[config.mk]
export PLATFORM = sky130hd
export DESIGN_NAME = ocp_fault_ctrl
export DESIGN_NICKNAME = d
export VERILOG_FILES = /design/src/rtl/ocp_pkg.sv /design/src/rtl/ocp_cycle_counter.sv /design/src/rtl/ocp_avg_monitor.sv /design/src/rtl/ocp_fault_fsm.sv /design/src/rtl/ocp_fault_ctrl.sv
export SDC_FILE = /design/constraint.sdc
export NUM_CORES = 1
export LEC_CHECK = 0
export BUFFER_PORTS_ARGS = -buffer_cell sky130_fd_sc_hd__buf_4
export CAP_MARGIN = 20
export CORE_UTILIZATION = 51
export DETAILED_ROUTE_END_ITERATION = 12
export MAX_ROUTING_LAYER = met4
export PLACE_DENSITY = 0.78
export SKIP_LAST_GASP = 1
export SLEW_MARGIN = 15
export SYNTH_ARGS = -nofsm -noshare
export SYNTH_HDL_FRONTEND = slang
export SYNTH_SLANG_ARGS = --single-unit
[constraint.sdc]
create_clock -name clk -period 2.8 [get_ports clk]
set_input_delay 0.14 -clock clk [delete_from_list [all_inputs] [get_ports clk]]
set_output_delay 0.14 -clock clk [all_outputs]
set_load 0.02 [all_outputs]
[src/rtl/ocp_pkg.sv]
// Package: shared state and response encodings for the overcurrent handler.
// Assumes: two-bit encodings are stable and decoded only inside this block.
package ocp_pkg;
    typedef enum logic [1:0] {
        ST_OFF    = 2'd0,
        ST_RUN    = 2'd1,
        ST_HICCUP = 2'd2,
        ST_LATCH  = 2'd3
    } ocp_state_t;

    typedef enum logic [1:0] {
        AVG_IGNORE   = 2'd0,
        AVG_RETRY    = 2'd1,
        AVG_DELAY    = 2'd2,
        AVG_SHUTDOWN = 2'd3
    } avg_resp_t;
endpackage

[src/rtl/ocp_cycle_counter.sv]
// Module: consecutive flagged-cycle counter for one phase.
// What it does: counts switching cycles with the flag high; any quiet cycle
// clears the count; flags a trip when a flagged strobe finds count >= limit.
// Assumes: cyc_strobe is a single-clock pulse; armed is low whenever the
// outputs are off, so the count starts at zero after every restart.
module ocp_cycle_counter #(
    parameter int CNT_W = 8
) (
    input  logic             clk,
    input  logic             rst_n,
    input  logic             armed,
    input  logic             cyc_strobe,
    input  logic             flag,
    input  logic [CNT_W-1:0] limit,
    output logic             trip
);
    localparam logic [CNT_W-1:0] CNT_MAX = {CNT_W{1'b1}};

    logic [CNT_W-1:0] cnt;

    // Count flagged cycles, saturating; clear on a quiet cycle or when disarmed.
    always_ff @(posedge clk) begin
        if (!rst_n) begin
            cnt <= '0;
        end else if (!armed) begin
            cnt <= '0;
        end else if (cyc_strobe) begin
            if (!flag)
                cnt <= '0;
            else if (cnt != CNT_MAX)
                cnt <= cnt + CNT_W'(1);
        end
    end

    // Trip when this flagged cycle takes the run past the limit.
    always_comb begin
        trip = armed && cyc_strobe && flag && (cnt >= limit);
    end

    // a flagged strobe advances the count by one.
    assert_cnt_step_R1: assert property (@(posedge clk) disable iff (!rst_n)
        (armed && cyc_strobe && flag && cnt != CNT_MAX) |=> (cnt - $past(cnt) == CNT_W'(1)));

    // a quiet strobe clears the count.
    assert_cnt_clear_R2: assert property (@(posedge clk) disable iff (!rst_n)
        (cyc_strobe && !flag) |=> (cnt == '0));
endmodule

[src/rtl/ocp_avg_monitor.sv]
// Module: average-current threshold check with a selectable response.
// What it does: on each tick compares avg_cur with the threshold and emits a
// retry trip or a latch trip per the configured response; the delay response
// needs a run of over-threshold ticks before it latches.
// Assumes: tick is a single-clock pulse; armed is high only while running.
module ocp_avg_monitor
    import ocp_pkg::*;
#(
    parameter int CUR_W  = 10,
    parameter int TICK_W = 8
) (
    input  logic              clk,
    input  logic              rst_n,
    input  logic              armed,
    input  logic              tick,
    input  logic [CUR_W-1:0]  avg_cur,
    input  logic [CUR_W-1:0]  thresh,
    input  avg_resp_t         resp,
    input  logic [TICK_W-1:0] delay_ticks,
    output logic              trip_retry,
    output logic              trip_latch
);
    localparam int TW1 = TICK_W + 1;
    localparam logic [TICK_W-1:0] P_MAX = {TICK_W{1'b1}};

    logic              over;
    logic [TICK_W-1:0] pcnt;
    logic              persist_done;

    // Strictly-greater comparison and persistence test.
    always_comb begin
        over         = (avg_cur > thresh);
        persist_done = ({1'b0, pcnt} + TW1'(1)) >= {1'b0, delay_ticks};
    end

    // Count consecutive over-threshold ticks in delay mode; clear otherwise.
    always_ff @(posedge clk) begin
        if (!rst_n) begin
            pcnt <= '0;
        end else if (!armed) begin
            pcnt <= '0;
        end else if (tick) begin
            if (over && resp == AVG_DELAY) begin
                if (pcnt != P_MAX)
                    pcnt <= pcnt + TICK_W'(1);
            end else begin
                pcnt <= '0;
            end
        end
    end

    // Decode the response into the two trip kinds.
    always_comb begin
        trip_retry = armed && tick && over && (resp == AVG_RETRY);
        trip_latch = armed && tick && over &&
                     ((resp == AVG_SHUTDOWN) || (resp == AVG_DELAY && persist_done));
    end

    // a tick at or below the threshold restarts the persistence count.
    assert_persist_reset_R9: assert property (@(posedge clk) disable iff (!rst_n)
        (tick && !over) |=> (pcnt == '0));
endmodule

[src/rtl/ocp_fault_fsm.sv]
// Module: response state machine shared by all phases.
// What it does: moves between off, running, timed restart and latch-off;
// keeps per-phase fault bits and emits the one-clock restart request.
// Assumes: trips arrive only while running; latch wins over restart when
// both arrive together; enable low overrides everything.
module ocp_fault_fsm
    import ocp_pkg::*;
#(
    parameter int NPH    = 2,
    parameter int TICK_W = 8
) (
    input  logic              clk,
    input  logic              rst_n,
    input  logic              enable,
    input  logic              tick,
    input  logic [NPH-1:0]    cyc_trip,
    input  logic              cyc_latch,
    input  logic              avg_retry,
    input  logic              avg_latch,
    input  logic [TICK_W-1:0] hiccup_ticks,
    output ocp_state_t        state,
    output logic [NPH-1:0]    phase_fault,
    output logic              restart_req
);
    localparam int TW1 = TICK_W + 1;

    ocp_state_t        state_nx;
    logic [TICK_W-1:0] wcnt;
    logic              any_cyc;
    logic              go_latch;
    logic              go_hiccup;
    logic              hic_done;

    // Trip classification and end-of-wait test.
    always_comb begin
        any_cyc   = |cyc_trip;
        go_latch  = avg_latch || (any_cyc && cyc_latch);
        go_hiccup = avg_retry || (any_cyc && !cyc_latch);
        hic_done  = tick && (({1'b0, wcnt} + TW1'(1)) >= {1'b0, hiccup_ticks});
    end

    // Next-state selection.
    always_comb begin
        state_nx = state;
        if (!enable) begin
            state_nx = ST_OFF;
        end else begin
            case (state)
                ST_OFF:    state_nx = ST_RUN;
                ST_RUN:    if (go_latch) state_nx = ST_LATCH;
                           else if (go_hiccup) state_nx = ST_HICCUP;
                ST_HICCUP: if (hic_done) state_nx = ST_RUN;
                default:   state_nx = ST_LATCH;
            endcase
        end
    end

    // State, restart wait counter and restart pulse registers.
    always_ff @(posedge clk) begin
        if (!rst_n) begin
            state       <= ST_OFF;
            wcnt        <= '0;
            restart_req <= 1'b0;
        end else begin
            state       <= state_nx;
            restart_req <= enable && (state == ST_HICCUP) && hic_done;
            if (state != ST_HICCUP)
                wcnt <= '0;
            else if (tick)
                wcnt <= wcnt + TICK_W'(1);
        end
    end

    // Per-phase fault bits: set by trips while running, cleared on restart or disable.
    always_ff @(posedge clk) begin
        if (!rst_n) begin
            phase_fault <= '0;
        end else if (!enable) begin
            phase_fault <= '0;
        end else if (state == ST_RUN) begin
            phase_fault <= phase_fault | cyc_trip;
        end else if (state == ST_HICCUP && hic_done) begin
            phase_fault <= '0;
        end
    end

    // enable low always lands in the off state.
    assert_disable_off_R12: assert property (@(posedge clk) disable iff (!rst_n)
        !enable |=> (state == ST_OFF && phase_fault == '0));

    // a latch-off persists while enable stays high.
    assert_latch_hold_R6: assert property (@(posedge clk) disable iff (!rst_n)
        (state == ST_LATCH && enable) |=> (state == ST_LATCH && $stable(phase_fault)));

    // a restart request only follows the timed-restart state.
    assert_restart_source_R5: assert property (@(posedge clk) disable iff (!rst_n)
        $rose(restart_req) |-> (state == ST_RUN && $past(state) == ST_HICCUP));

    // between ticks the restart wait leaves fault bits and state alone.
    assert_wait_stable_R4: assert property (@(posedge clk) disable iff (!rst_n)
        (state == ST_HICCUP && enable && !tick) |=> (state == ST_HICCUP && $stable(phase_fault)));
endmodule

[src/rtl/ocp_fault_ctrl.sv]
// Module: top of the overcurrent fault handler.
// What it does: one consecutive-cycle counter per phase, one average-current
// monitor and one shared response machine; drives a common PWM disable.
// Assumes: strobe and tick are single-clock pulses synchronous to clk;
// configuration inputs are quasi-static.
module ocp_fault_ctrl
    import ocp_pkg::*;
#(
    parameter int NPH    = 2,
    parameter int CNT_W  = 8,
    parameter int CUR_W  = 10,
    parameter int TICK_W = 8
) (
    input  logic              clk,
    input  logic              rst_n,
    input  logic              enable,
    input  logic              cyc_strobe,
    input  logic              tick_1ms,
    input  logic [NPH-1:0]    ilim_flag,
    input  logic [CUR_W-1:0]  avg_cur,
    input  logic [CNT_W-1:0]  cyc_limit,
    input  logic              cyc_latch,
    input  logic [CUR_W-1:0]  avg_thresh,
    input  logic [1:0]        avg_mode,
    input  logic [TICK_W-1:0] avg_delay,
    input  logic [TICK_W-1:0] hiccup_ticks,
    output logic              pwm_off,
    output logic [NPH-1:0]    phase_fault,
    output logic              restart_req
);
    ocp_state_t     state;
    logic           armed;
    logic [NPH-1:0] cyc_trip;
    logic           avg_retry;
    logic           avg_latch;

    // Counters and monitor are live only while running.
    always_comb begin
        armed   = (state == ST_RUN);
        pwm_off = (state != ST_RUN);
    end

    // One consecutive-cycle counter per phase.
    for (genvar p = 0; p < NPH; p++) begin : g_phase
        ocp_cycle_counter #(.CNT_W(CNT_W)) u_cnt (
            .clk        (clk),
            .rst_n      (rst_n),
            .armed      (armed),
            .cyc_strobe (cyc_strobe),
            .flag       (ilim_flag[p]),
            .limit      (cyc_limit),
            .trip       (cyc_trip[p])
        );
    end

    ocp_avg_monitor #(.CUR_W(CUR_W), .TICK_W(TICK_W)) u_avg (
        .clk         (clk),
        .rst_n       (rst_n),
        .armed       (armed),
        .tick        (tick_1ms),
        .avg_cur     (avg_cur),
        .thresh      (avg_thresh),
        .resp        (avg_resp_t'(avg_mode)),
        .delay_ticks (avg_delay),
        .trip_retry  (avg_retry),
        .trip_latch  (avg_latch)
    );

    ocp_fault_fsm #(.NPH(NPH), .TICK_W(TICK_W)) u_fsm (
        .clk          (clk),
        .rst_n        (rst_n),
        .enable       (enable),
        .tick         (tick_1ms),
        .cyc_trip     (cyc_trip),
        .cyc_latch    (cyc_latch),
        .avg_retry    (avg_retry),
        .avg_latch    (avg_latch),
        .hiccup_ticks (hiccup_ticks),
        .state        (state),
        .phase_fault  (phase_fault),
        .restart_req  (restart_req)
    );

    // any phase trip disables the shared PWM output on the next clock.
    assert_trip_blocks_pwm_R3: assert property (@(posedge clk) disable iff (!rst_n)
        (|cyc_trip) |=> pwm_off);

    // the restart request lasts a single clock.
    assert_restart_pulse_R5: assert property (@(posedge clk) disable iff (!rst_n)
        restart_req |=> !restart_req);

    // a fault bit is only raised by its own phase's trip.
    assert_fault_source_R11: assert property (@(posedge clk) disable iff (!rst_n)
        (enable && (phase_fault & ~$past(phase_fault)) != '0) |->
            ((phase_fault & ~$past(phase_fault)) == $past(cyc_trip & ~phase_fault)));
endmodule

# Word-level counts from Yosys, hierarchy flattened
# Cells that the tools add are included.
# op_classes
n_lt_le_gt_ge	5
multipliers	0
n_shift	0
bitwise	2
mux	12
div_mod_pow	0
n_addsub	6
eq_ne	15
n_reduce_logical	31
# ops
op	n
$mux 8	6
$add 8x1->8 const B	4
$ne 8x8->1 const B	3
$add 8x1->9 const B	2
$ge 9x8->1	2
$logic_and 1x1->1	17
$ge 8x8->1	2
$reduce_and 2->1	6
$gt 10x10->1	1
$mux 2	5
$ne 2x1->1 const B	4
$eq 2x2->1 const B	3
$pmux 2 s3	1
$eq 2x1->1 const B	2
$ne 2x2->1 const B	2
$reduce_or 2->1	2
$logic_or 1x1->1	3
$ne 3x1->1 const B	1
$logic_not 2->1	1
$or 2x2->2	1
$reduce_bool 2->1	1
$logic_not 1->1	1
$not 1->1	1
# word_totals
word_cells	78
n_memories	0
latchBits	0
input_bits	54
regBits	37
rom_bits	0
output_inout_bits	4
ram_bits	0

# Longest topological paths before layout
# logic_depth
depth_word	10
depth_mapped	12
mapped_depth_nobuf	12

# By module
# From an unflattened synthesis, not the netlist that was laid out.
# unflattened
cells_unflattened	393
area_unflattened_um2	3176.8
# modules_own_cells
module	instances	seq_area_each_um2	area_per_inst_um2	cells_each
ocp_cycle_counter	2	160.2	653.1	81
ocp_avg_monitor	1	160.2	997.2	124
ocp_fault_fsm	1	260.2	860.8	105
ocp_fault_ctrl	1	0.0	12.5	2

# Worst setup path before layout
# OpenSTA, ideal clock, no wires.
# synth_timing
path_type	reg2reg
startpoint	register u_avg.pcnt[0]
endpoint	register u_fsm.state[0]
arrival_ps	2665
path_stages_with_launch	13
synth_period_minus_slack_ps	2786
path_slack_ps	14
required_ps	2678
setup_time_ps	122
path_buffers	0
cell_sequence	dfxtp_1 > ha_1 > and3_1 > and2_1 > nand2_1 > xnor2_1 > ha_1 > and3_1 > a221o_1 > a31oi_1 > o211ai_1 > a32o_1 > o311a_1
# synth_via
elab_chain_len	8
elab_cells_between_ends	10
classes_between	add/sub (1); order compare (1); eq/ne (1); mux (2); reduce/logical (5)
# synth_lines
item	line_no	source
from (decl)	ocp_avg_monitor.sv:27	logic [TICK_W-1:0] pcnt;
from (signal assigned)	ocp_avg_monitor.sv:45	pcnt <= pcnt + TICK_W'(1);
$add 8x1->9 *	ocp_avg_monitor.sv:33	persist_done = ({1'b0, pcnt} + TW1'(1)) >= {1'b0, delay_ticks};
$ge 9x8->1 *	ocp_avg_monitor.sv:33	
$logic_and 1x1->1 *	ocp_avg_monitor.sv:56	((resp == AVG_SHUTDOWN) || (resp == AVG_DELAY && persist_done));
$logic_or 1x1->1 *	ocp_avg_monitor.sv:56	
$logic_and 1x1->1 *	ocp_avg_monitor.sv:55	trip_latch = armed && tick && over &&
$logic_or 1x1->1 *	ocp_fault_fsm.sv:37	go_latch = avg_latch || (any_cyc && cyc_latch);
$mux 2 or $ne 3x1->1 (tied branches)	n/a	
$pmux 2 s3 or $reduce_and 2->1 (tied branches)	n/a	
to (signal assigned)	ocp_fault_fsm.sv:65	state <= state_nx;
to (decl)	ocp_fault_fsm.sv:21	output ocp_state_t state,
# Every way passes the cells marked *; elsewhere a longest branch is shown, timed or not.
# A chain may end at the register's enable or synchronous reset.

# Worst setup path after layout
# Ends and elaborated chain as after synthesis.

==> qor.yml <==
outcome:
  outcome: "completed"
power_and_ir_drop:
  leakage_nw: 1.758
  vdd.ir_drop.worst_mv: 0.3031
  powerDensity_nw_per_um2: 298.8
  design_power_total_mw: 1.106
critical_path:
  critical_path.cell_chain: "ha_4 > and3_4 > and2_4 > nand2_2 > xnor2_1 > ha_1 > and3_4 > a221o_1 > a31oi_2 > o211ai_1 > a32o_1 > o311a_1"
  critical_path_type: "register to register"
  crit_path_start: "u_avg.pcnt[0]"
  cpMaxStageDelayCell: "dfxtp_4"
  timing.critical_path.to_type: "register"
  worst_reg_to_reg_path_cell_count: 12
  r2r_end: "u_fsm.state[0]"
  worst_setup_path_start_kind: "register"
  cpLargestDelayFamily: "compound AO/OA/AOI/OAI gates"
  crit_path_max_fanout: 3
  cp_buf_inv_count: 0
  rrSetupSlack_ps: 40
  critical_path_s_most_frequent_cell: "and3_4"
  max_stage_delay_ps: 370
  rr_startpoint: "u_avg.pcnt[0]"
  cp.arrival_ps: 2930
  worst-endpoint-required_ps: 2970
hold_path:
  min_delay_path_depth: 2
  hold_path.class: "primary input to register"
  min_from: "enable"
  whs_endpoint: "u_fsm.state[0]"
yosys:
  syn_avg_cell_area_sq_um: 8.143
  ys_warn_count: 0
  synth-seq-area-share_pct: 25.13
  synth_cells: 362
  synth-seq-cells: 37
  mappedNetlistArea_sq_um: 2948
  syn_nets: 462
  synthDistinctLibCells: 48
finish:
  num-nets-final: 536
  final_layout_size_suffix_gt1_share_pct: 23.80
  ant_diodes: 0
  register_area_sq_um: 754.5
  most_used_cells_in_the_layout_excluding_fill_and_tap_cells: "buf_4, nor2_1, ha_1"
  layout_commonest_cell: "buf_4"
  area_delta_synth_final_pct: 25.55
  fill_cell_total_of_the_finished_layout: 492
  area_of_combinational_cells_with_multiple_inputs_sq_um: 2064
timing:
  final_hold_viol_count: 0
  min_period_over_period_pct: 98.55
  slew-limit-headroom_pct: 57.46
  unrepaired_setup_endpoints_after_global_routing: "true"
  fin_hold_ws_ps: 124.1
  achievable-frequency_mhz: 362.4
  clock-skew-final_ps: 6.824
  worstMarginPinSlew_ps: 635.3
  report.final.slew_viol_count: 0
  setup_viol_count_final: 0
  timing.final.crit_period_ps: 2759
grt:
  grt_antenna_before_repair: 0
  track_usage_pct: 24.06
  first_pass_grt_wire_length_um: 11550
  pin_count_of_the_biggest_net_entering_global_routing: 24
  grt.overflow.total: 0
  number_of_global_route_vias_before_repair: 2662
clock_tree:
  clkTransAtPathRegs_ps: 70
  htree_levels: 2
  clockBufferDepth: 2
  cts_root_cell: "clkbuf_8"
  clk_latency_ps: 290
  tritoncts.num_buffers: 5
  cts_hold_repair.buffers: 0
  cts_tree: "built"
  tritoncts_num_sinks: 37
drt:
  final_antenna_net_count: 0
  detail_route.first_pass.iterations: 4
  vias: 2738
  avgRoutedWirePerCell_um: 13.29
  detail_route.iter0.violations: 75
  via_per_inst: 5.379
  drcViolationCount: 0
  route.final.wire_length_um: 6764
placed_design:
  globalplace.congestion: 0.8411
  buffer_ports.inserted: 57
  hpwl_um: 5266
floorplanning:
  floorplan.die.height_um: 78.03
  floorplan.rows: 27
  die_width_um: 78.03
  initial_cell_density_of_the_core_pct: 53.21
  fp.dieArea_sq_um: 6088
  design.portCount: 58
  core_region_area_sq_um: 5540
job:
  max-cap-violations: 0
==> synthesized netlist by cell type, drive strengths merged <==
master | number | area [sq um]
and4 | 4 | 35.03
nor4b | 2 | 32.53
nand4 | 8 | 50.05
a2111o | 3 | 33.78
clkbuf | 5 | 18.77
a31o | 1 | 8.760
and3 | 7 | 43.79
nor2 | 44 | 165.2
mux2i | 3 | 30.03
a21o | 2 | 15.01
nor4 | 2 | 12.51
o22ai | 1 | 6.260
o21a | 2 | 15.01
o211ai | 4 | 30.03
dfxtp | 37 | 740.7
nor3 | 6 | 30.03
ha | 46 | 575.6
o21ai | 12 | 67.56
buf | 2 | 15.01
inv | 41 | 153.9
a41oi | 2 | 25.03
o41ai | 1 | 8.760
or3b | 1 | 8.760
nand2b | 8 | 50.05
o31ai | 4 | 30.03
mux2 | 1 | 11.26
nand3b | 1 | 7.510
o311a | 1 | 10.01
a221o | 1 | 10.01
nand4b | 1 | 8.760
a22oi | 3 | 22.52
a31oi | 4 | 25.02
or2 | 1 | 6.260
and2 | 3 | 18.77
a32o | 1 | 10.01
nand3 | 14 | 70.07
nor2b | 5 | 31.28
a21oi | 16 | 80.08
xnor2 | 12 | 105.1
a2111oi | 1 | 27.53
nand2 | 24 | 90.09
xor2 | 19 | 166.4
a211oi | 6 | 45.04
==> logic make-up after synthesis <==
| kind of cell | synth area share, % |
|---|---|
| muxes | 1.401 |
| adders and majority gates | 19.52 |
| and+or+nand+nor | 22.41 |
| xor gates and xnor gates | 9.211 |
| buffers and inverters | 6.367 |
| AOI/OAI and AO/OA | 15.96 |
| DFF | 25.13 |
==> flip-flops by register name, summed over array words and instances (netlist names) <==
register,flops
u_fsm.restart_req,1
u_fsm.phase_fault,2
u_fsm.wcnt,8
u_fsm.state,2
u_avg.pcnt,8
g_phase.u_cnt.cnt,16
==> worst reg2reg max path, stage by stage (launching register included) <==
cell      delay [ps]
dfxtp_4          370
ha_4             130
and3_4           180
and2_4           140
nand2_2           60
xnor2_1          130
ha_1             290
and3_4           160
a221o_1          340
a31oi_2          190
o211ai_1         140
a32o_1           240
o311a_1          280
==> routing by layer <==
metal | track usage [%] | part of all wire (%) | vias up
li1 | - | - | 1418
met1 | 26.32 | 42 | 1254
met2 | 45.66 | 53 | 61
met3 | 4.302 | 4.1 | 5
met4 | 4.444 | 0.49 | 0
met5 | - | 0 | -
==> per-stage QoR <==
stage                     setup WS (ps)  util, %  cell area [sq um]  cells  setup TNS [ps]
final                             40.54    66.80               3701    509               0
after global routing             -53.28    66.80               3701    509          -53.28
after CTS                         2.832    65.81               3646    505               0
after detailed placement         -55.81    63.57               3522    496          -55.81
after global placement            45.61    63.57               3522    496               0
after floorplan                   13.54        -               2948    362               0
==> worst max path at each step <==
stage,slack (ps),to,depth (start not counted)
after floorplan,10,u_fsm.state[0],12
after detailed placement,-60,u_fsm.state[0],12
after CTS,3,u_fsm.state[0],12
after global placement,50,u_fsm.state[0],12
after global routing,-50,u_fsm.state[0],10
final,40,u_fsm.state[0],12
==> what timing repair did <==
item                       CTS  global route
resized for setup           10             9
setup endpoints to repair    1             1
buffers inserted             1             4
pin swaps                    5            11
cloned                       0             0
==> final cells by class <==
class	instances	share of cell area [%]
clock inverter	2	0.2705
inverter	41	4.158
tap	72	2.434
sequential	37	20.39
clock buffer	6	1.961
timing repair buffer	74	15.01
multi-input combinational	277	55.78
==> where the power goes <==
part | total (mW) | internal, mW | switching [mW]
sequential | 0.529 | 0.526 | 0.00266
combinational | 0.214 | 0.110 | 0.104
clock | 0.363 | 0.173 | 0.191
total | 1.11 | 0.808 | 0.298
(Power assumes the default switching activity.)
